[src/rtl/dacfe_pkg.sv]
package dacfe_pkg;

    // strobe indices inside the pulse monitor vector
    localparam int unsigned N_STROBE = 5;
    localparam int unsigned IDX_WR   = 0;
    localparam int unsigned IDX_CSL  = 1;
    localparam int unsigned IDX_CSH  = 2;
    localparam int unsigned IDX_LD   = 3;
    localparam int unsigned IDX_CLR  = 4;

    // minimum low run in clock samples, rounded up, never below one
    function automatic int unsigned min_low_cycles(input int unsigned pulse_ns,
                                                   input int unsigned clk_ps);
        int unsigned c;
        c = (pulse_ns * 1000 + clk_ps - 1) / clk_ps;
        if (c < 1) c = 1;
        return c;
    endfunction

endpackage

[src/rtl/dacfe_rst_sync.sv]
module dacfe_rst_sync #(
    parameter int unsigned STAGES = 2
) (
    input  logic clk,
    input  logic arst_n,
    output logic srst_n
);
    logic [STAGES-1:0] sync_q;
    logic [STAGES-1:0] sync_d;

    always_comb begin
        sync_d = {sync_q[STAGES-2:0], 1'b1};
    end

    always_ff @(posedge clk or negedge arst_n) begin
        if (!arst_n) sync_q <= '0;
        else         sync_q <= sync_d;
    end

    assign srst_n = sync_q[STAGES-1];

endmodule

[src/rtl/dacfe_regs.sv]
module dacfe_regs #(
    parameter int unsigned DATA_W = 16
) (
    input  logic              clk,
    input  logic              rst_n,
    input  logic [DATA_W-1:0] bus_d,
    input  logic              wr_n,
    input  logic              csl_n,
    input  logic              csh_n,
    input  logic              ld_n,
    output logic [DATA_W-1:0] code_q
);
    localparam int unsigned BYTE_W = DATA_W / 2;

    typedef struct packed {
        logic [BYTE_W-1:0] hi;
        logic [BYTE_W-1:0] lo;
        logic [DATA_W-1:0] code;
    } regs_t;

    regs_t st_d, st_q;
    logic  wr_lo, wr_hi;

    always_comb begin
        st_d  = st_q;
        wr_lo = !wr_n && !csl_n;
        wr_hi = !wr_n && !csh_n;
        if (wr_lo) st_d.lo = bus_d[BYTE_W-1:0];
        if (wr_hi) st_d.hi = bus_d[DATA_W-1:BYTE_W];
        // load takes the next-state bytes: flow-through in one clock
        if (!ld_n) st_d.code = {st_d.hi, st_d.lo};
    end

    always_ff @(posedge clk or negedge rst_n) begin
        if (!rst_n) st_q <= '0;
        else        st_q <= st_d;
    end

    assign code_q = st_q.code;

    a_r2_lo_write: assert property (@(posedge clk) disable iff (!rst_n)
        (!wr_n && !csl_n) |=> (st_q.lo == $past(bus_d[BYTE_W-1:0])));

    a_r3_hi_write: assert property (@(posedge clk) disable iff (!rst_n)
        (!wr_n && !csh_n) |=> (st_q.hi == $past(bus_d[DATA_W-1:BYTE_W])));

    a_r4_no_write: assert property (@(posedge clk) disable iff (!rst_n)
        (wr_n || (csl_n && csh_n)) |=> $stable({st_q.hi, st_q.lo}));

    a_r5_hold: assert property (@(posedge clk) disable iff (!rst_n)
        ld_n |=> $stable(code_q));

    a_r6_flow: assert property (@(posedge clk) disable iff (!rst_n)
        (!wr_n && !csl_n && !csh_n && !ld_n) |=> (code_q == $past(bus_d)));

endmodule

[src/rtl/dacfe_pw_chk.sv]
module dacfe_pw_chk #(
    parameter int unsigned MIN_CYC = 6
) (
    input  logic clk,
    input  logic rst_n,
    input  logic strobe_n,
    output logic err_q
);
    localparam int unsigned CW = $clog2(MIN_CYC + 1);
    localparam logic [CW-1:0] MIN_V = CW'(MIN_CYC);

    typedef struct packed {
        logic [CW-1:0] cnt;
        logic          err;
    } chk_t;

    chk_t st_d, st_q;

    always_comb begin
        st_d = st_q;
        if (!strobe_n) begin
            if (st_q.cnt < MIN_V) st_d.cnt = st_q.cnt + 1'b1;
        end else begin
            if (st_q.cnt != '0 && st_q.cnt < MIN_V) st_d.err = 1'b1;
            st_d.cnt = '0;
        end
    end

    always_ff @(posedge clk or negedge rst_n) begin
        if (!rst_n) st_q <= '0;
        else        st_q <= st_d;
    end

    assign err_q = st_q.err;

    a_r10_sticky: assert property (@(posedge clk) disable iff (!rst_n)
        err_q |=> err_q);

    // a strobe still low cannot raise its flag
    a_r9_low_no_flag: assert property (@(posedge clk) disable iff (!rst_n)
        (!err_q && !strobe_n) |=> !err_q);

endmodule

[src/rtl/dacfe_top.sv]
module dacfe_top #(
    parameter int unsigned DATA_W        = 16,
    parameter int unsigned CLK_PERIOD_PS = 10000,
    parameter int unsigned MIN_PULSE_NS  = 60
) (
    input  logic              clk,
    input  logic              por_n,
    input  logic [DATA_W-1:0] bus_d,
    input  logic              wr_n,
    input  logic              csl_n,
    input  logic              csh_n,
    input  logic              ld_n,
    input  logic              clr_n,
    output logic [DATA_W-1:0] code_q,
    output logic [dacfe_pkg::N_STROBE-1:0] pw_err
);
    import dacfe_pkg::*;

    localparam int unsigned MIN_CYC = min_low_cycles(MIN_PULSE_NS, CLK_PERIOD_PS);

    logic core_arst_n, core_rst_n, mon_rst_n;
    logic [N_STROBE-1:0] strb_n;

    assign core_arst_n = por_n && clr_n;

    dacfe_rst_sync #(.STAGES(2)) u_core_rst (
        .clk    (clk),
        .arst_n (core_arst_n),
        .srst_n (core_rst_n)
    );

    dacfe_rst_sync #(.STAGES(2)) u_mon_rst (
        .clk    (clk),
        .arst_n (por_n),
        .srst_n (mon_rst_n)
    );

    dacfe_regs #(.DATA_W(DATA_W)) u_regs (
        .clk    (clk),
        .rst_n  (core_rst_n),
        .bus_d  (bus_d),
        .wr_n   (wr_n),
        .csl_n  (csl_n),
        .csh_n  (csh_n),
        .ld_n   (ld_n),
        .code_q (code_q)
    );

    always_comb begin
        strb_n          = '1;
        strb_n[IDX_WR]  = wr_n;
        strb_n[IDX_CSL] = csl_n;
        strb_n[IDX_CSH] = csh_n;
        strb_n[IDX_LD]  = ld_n;
        strb_n[IDX_CLR] = clr_n;
    end

    for (genvar g = 0; g < N_STROBE; g++) begin : g_mon
        dacfe_pw_chk #(.MIN_CYC(MIN_CYC)) u_chk (
            .clk      (clk),
            .rst_n    (mon_rst_n),
            .strobe_n (strb_n[g]),
            .err_q    (pw_err[g])
        );
    end

    a_r7_clear_zero: assert property (@(posedge clk) disable iff (!por_n)
        !clr_n |-> (code_q == '0));

    a_r1_por_zero: assert property (@(posedge clk)
        !por_n |-> (code_q == '0 && pw_err == '0));

endmodule

[config.mk]
export PLATFORM = sky130hd
export DESIGN_NAME = dacfe_top
export DESIGN_NICKNAME = d
export VERILOG_FILES = /design/src/rtl/dacfe_pkg.sv /design/src/rtl/dacfe_rst_sync.sv /design/src/rtl/dacfe_regs.sv /design/src/rtl/dacfe_pw_chk.sv /design/src/rtl/dacfe_top.sv
export SDC_FILE = /design/constraint.sdc
export NUM_CORES = 1
export LEC_CHECK = 0
export BUFFER_PORTS_ARGS = -buffer_cell sky130_fd_sc_hd__buf_4
export CAP_MARGIN = 30
export CELL_PAD_IN_SITES_DETAIL_PLACEMENT = 0
export CELL_PAD_IN_SITES_GLOBAL_PLACEMENT = 1
export CORE_ASPECT_RATIO = 0.9
export CORE_UTILIZATION = 40
export CTS_BUF_LIST = sky130_fd_sc_hd__clkbuf_8
export CTS_CLUSTER_DIAMETER = 100
export DETAILED_ROUTE_END_ITERATION = 8
export PLACE_DENSITY_LB_ADDON = 0.05
export SYNTH_ARGS = -nofsm -noshare
export SYNTH_HDL_FRONTEND = slang
export SYNTH_SLANG_ARGS = --single-unit
[constraint.sdc]
create_clock -name clk -period 2.05 [get_ports clk]
set_input_delay 0.3075 -clock clk [delete_from_list [all_inputs] [get_ports clk]]
set_output_delay 0.3075 -clock clk [all_outputs]
set_load 0.05 [all_outputs]
Word-level counts from Yosys, hierarchy flattened --
Index checks and enable logic that the tools add are counted.
Storage, ports and cells: register bits 56, input port bits 23, output and inout port bits 21, logic and storage cells 63
Cells by class: $add $sub $neg 5, $lt $le $gt $ge 5, multiplexer cells 12, reductions and logical operators 26
Operator list (count):
- $mux 3 | 10
- $mux 8 | 2
- $add 3x1->3 const B | 5
- $lt 3x3->1 const B | 5
- $reduce_bool 3->1 | 5
- $reduce_and 2->1 | 5
- $reduce_bool 2->1 | 5
- $logic_and 1x1->1 | 8
- $logic_not 1->1 | 3

Logic depth before layout (Yosys ltp) --
word-level depth 3, gate-level depth with buffers 4, gate-level depth less buffers 4

Hierarchy --
A second synthesis with hierarchy kept.
Second synthesis, totals: cell total of the unflattened synthesis 231, area total of the unflattened synthesis 2661.3 um^2
Modules (own cells, without submodules):
- dacfe_regs | times used 1, cells each 139, area an instance 1590.3 um^2, sequential area each 800.8 um^2
- dacfe_pw_chk | times used 5, cells each 17, area an instance 191.4 um^2, sequential area each 100.1 um^2
- dacfe_rst_sync | times used 2, cells each 3, area an instance 53.8 um^2, sequential area each 50.0 um^2
- dacfe_top | times used 1, cells each 1, area an instance 6.3 um^2, sequential area each 0.0 um^2

Worst setup path after synthesis --
Ideal clock, no wire load.
path type input port to flip-flop, start point in wr_n, end point reg u_regs.st_q[17] (netlist bit), library setup time 0.125 ns, arrival 1.065 ns, data required time 1.925 ns, slack 0.860 ns, cell stages on the path 3, buffers on the path 1, cell sequence nor2_2 > buf_4 > mux2_2
RTL lines:
- start: declaration | RTL line dacfe_top.sv:9 | input logic wr_n,
- end signal: assignment | RTL line dacfe_regs.sv:36 | else st_q <= st_d;
- end: declaration | RTL line dacfe_regs.sv:21 | regs_t st_d, st_q;

Worst setup path after layout --
start point reg g_mon[0].u_chk.st_q (netlist bit g_mon[0].u_chk.err_q), end point out pw_err[0] (netlist bit)
RTL lines:
- start: declaration | RTL line dacfe_pw_chk.sv:17 | chk_t st_d, st_q;
- start signal: assignment | RTL line dacfe_pw_chk.sv:31 | else st_q <= st_d;
- end: declaration | RTL line dacfe_top.sv:15 | output logic [dacfe_pkg::N_STROBE-1:0] pw_err
No word-level cell between the ends.

==> metrics.txt <==
Final Hold Fails 0; Setup Fix Bufs, Post-CTS 0; fin area 3077 µm²; DRC 0; Slowest-stage cell, CP dfrtp_1; commonest non-fill, non-tap cell in the layout dfrtp_1; initial antenna violation count 0; crit-path max FO 2; placed instance area 2949 µm²; register area share after synthesis 52.09%; Clock Path Buffers 2; area of the core 6317 µm²; clk sinks 56; WL/cell 13.03 µm; CP startpoint kind flip-flop; final period utilization 60.38%; H-tree levels 2; Setup Crit Path Kind flip-flop to output port; Area Overhead vs Synth 14.37%; Syn Std Cell Area 2690 µm²; RSZ-0062 raised after global routing false; Synth Area in Compound Gates 12.47%; Synth area leaders dfrtp_1, mux2_2, buf_4; DR pass1 iterations 4; worst skew pair latency 310 ps; Setup-failing EPs final 0; hpwl dp 2967 µm; leakage dissipation 1.463 nW; share of cells above drive strength 1 28.03%; #FFs+latches synth 56; # nets final 296; TNS Setup 0 ps; CP arrival 930 ps; syn_area_per_cell 11.35 µm²; CP Buf/Inv Count 1; Die Y 79.80 µm; largest net degree at the start of global routing 53; die width 88.45 µm; Max VDD drop 0.0004112 V; global route total overflow 0; Multi-input gate area 980.9 µm²; largest family of logic cells by synthesized area compound AO/OA/AOI/OAI gates; CP peak stage delay 420 ps; WP data required 1740 ps; port bufs 43; worst hold path class flip-flop to asynchronous set/reset pin; crit-path cells buf_4; max_cap viols 0; mux contribution to synthesized area 8.558%; Simple-Gate Fraction of Synth Area 10.51%; via count 1723; most frequent cells in the layout dfrtp_1, buf_4, inv_1; Via density 4.909; fillers 607; n_diodes 0; vias in the first global route 1639; clock tree from TritonCTS yes; Initial Util 42.58%; GRT Overall Usage 14.68%; status complete, no violations; Rows 27; xor and xnor fraction of the mapped netlist area 0%; clk root buf clkbuf_8; Die ar. 7058 µm²; fin crit period 1238 ps; Power Density 848.2 nW/µm²; Synthesis Warnings 0; Reg area 1401 µm²; cell family with most CP delay flip-flops; cts bufs inserted 5; first-pass GRT wire length 7831 µm; Tot Pwr 2.610 mW; post-synthesis adder-cell area fraction 4.651%; fmax 0.8079 GHz; Netlist cell types 22; final wirelength 4574 µm; Yosys top cell by area dfrtp_1; Worst Skew 6.598 ps; Cells after Synth 237; reg2reg setup slack 960 ps; share of the synthesized area in the top cell type 52.09%; I/O pin count 44; element type at the critical path end output port; placed cell count 341; RD Place Congestion 0.6784; count of non-filler cells in the finished layout 351; post-route ant nets 0; Iteration-0 DRC Markers 71; Final Max Tran Viols 0; CTS clk-pin slew, worst paths 100 ps
[repair_timing]
| item | in CTS | in global routing |
|---|---|---|
| resized for setup | 0 | 0 |
| hold buffers | 2 | 0 |
| endpoints found under the hold margin | 4 | 0 |
[per-layer routing]
metal | wire, µm | share of wire (%) | vias to the layer above | GRT usage [%]
li1 | - | - | 866 | -
met1 | 2457 | 54 | 822 | 21.37
met2 | 1918 | 42 | 29 | 20.92
met3 | 149 | 3.3 | 6 | 3.413
met4 | 48 | 1.0 | 0 | 5.806
met5 | 0 | 0 | - | 0
[cells by family after synthesis]
| logic type | count (synthesis) |
|---|---|
| AOI/OAI and AO/OA | 46 |
| other | 1 |
| muxes | 21 |
| adders and majority gates | 10 |
| DFF | 56 |
| buffers and inverters | 58 |
| and+or+nand+nor | 45 |
[power by group]
group          total, mW  internal, mW  switching [mW]
registers           1.32          1.23          0.0925
logic              0.573         0.226           0.347
clock network      0.713         0.358           0.355
total               2.61          1.81           0.795
[state kept, by name, indices dropped and copies added, names as in the netlist]
register,cells
u_regs.code_q,16
u_regs.st_q,16
g_mon.u_chk.st_q,15
g_mon.u_chk.err_q,5
u_core_rst.sync_q,2
u_mon_rst.sync_q,2
[cell type report]
class,count,area share (%)
clock buffers,5,2.237
clock inverters,3,1.261
inverters,26,3.172
multi-input cells,124,31.88
flip-flops and latches,56,45.55
well taps,87,3.538
repair buffers,50,12.36
[synth_stat cells, drive strengths merged]
library cell and instances:
a21o 10, a21oi 10, a31oi 5, and2 1, buf 27, clkbuf 5
conb 1, dfrtp 56, ha 10, inv 26, mux2 16, mux2i 5
nand2 16, nand3 5, nor2 7, o21bai 5, o311ai 16, or4b 16
[through the flow]
step | worst slack [ps] | util, % | hold WS (ps)
floorplan | 860.4 | - | 11.91
global placement | 676.4 | 46.68 | 95.29
detailed placement | 669.6 | 46.68 | 96.20
CTS | 801.4 | 48.70 | 220.1
global route | 772.7 | 48.70 | 214.5
finish | 812.2 | 48.70 | 203.2
[path summary, 6_finish.rpt]
kind | endpoint | start | cells past startpoint
setup reg to reg | g_mon[3].u_chk.st_q[2] | g_mon[3].u_chk.st_q[2] | 4
setup / recovery | pw_err[0] | g_mon[0].u_chk.err_q | 1
max in group asynchronous | u_regs.code_q[13] | u_core_rst.sync_q[1] | 1
min in group clk | u_regs.st_q[16] | bus_d[0] | 2
hold reg to reg | g_mon[4].u_chk.st_q[3] | u_mon_rst.sync_q[1] | 1
hold / removal | g_mon[4].u_chk.st_q[3] | u_mon_rst.sync_q[1] | 1
(Power assumes the default switching activity.)
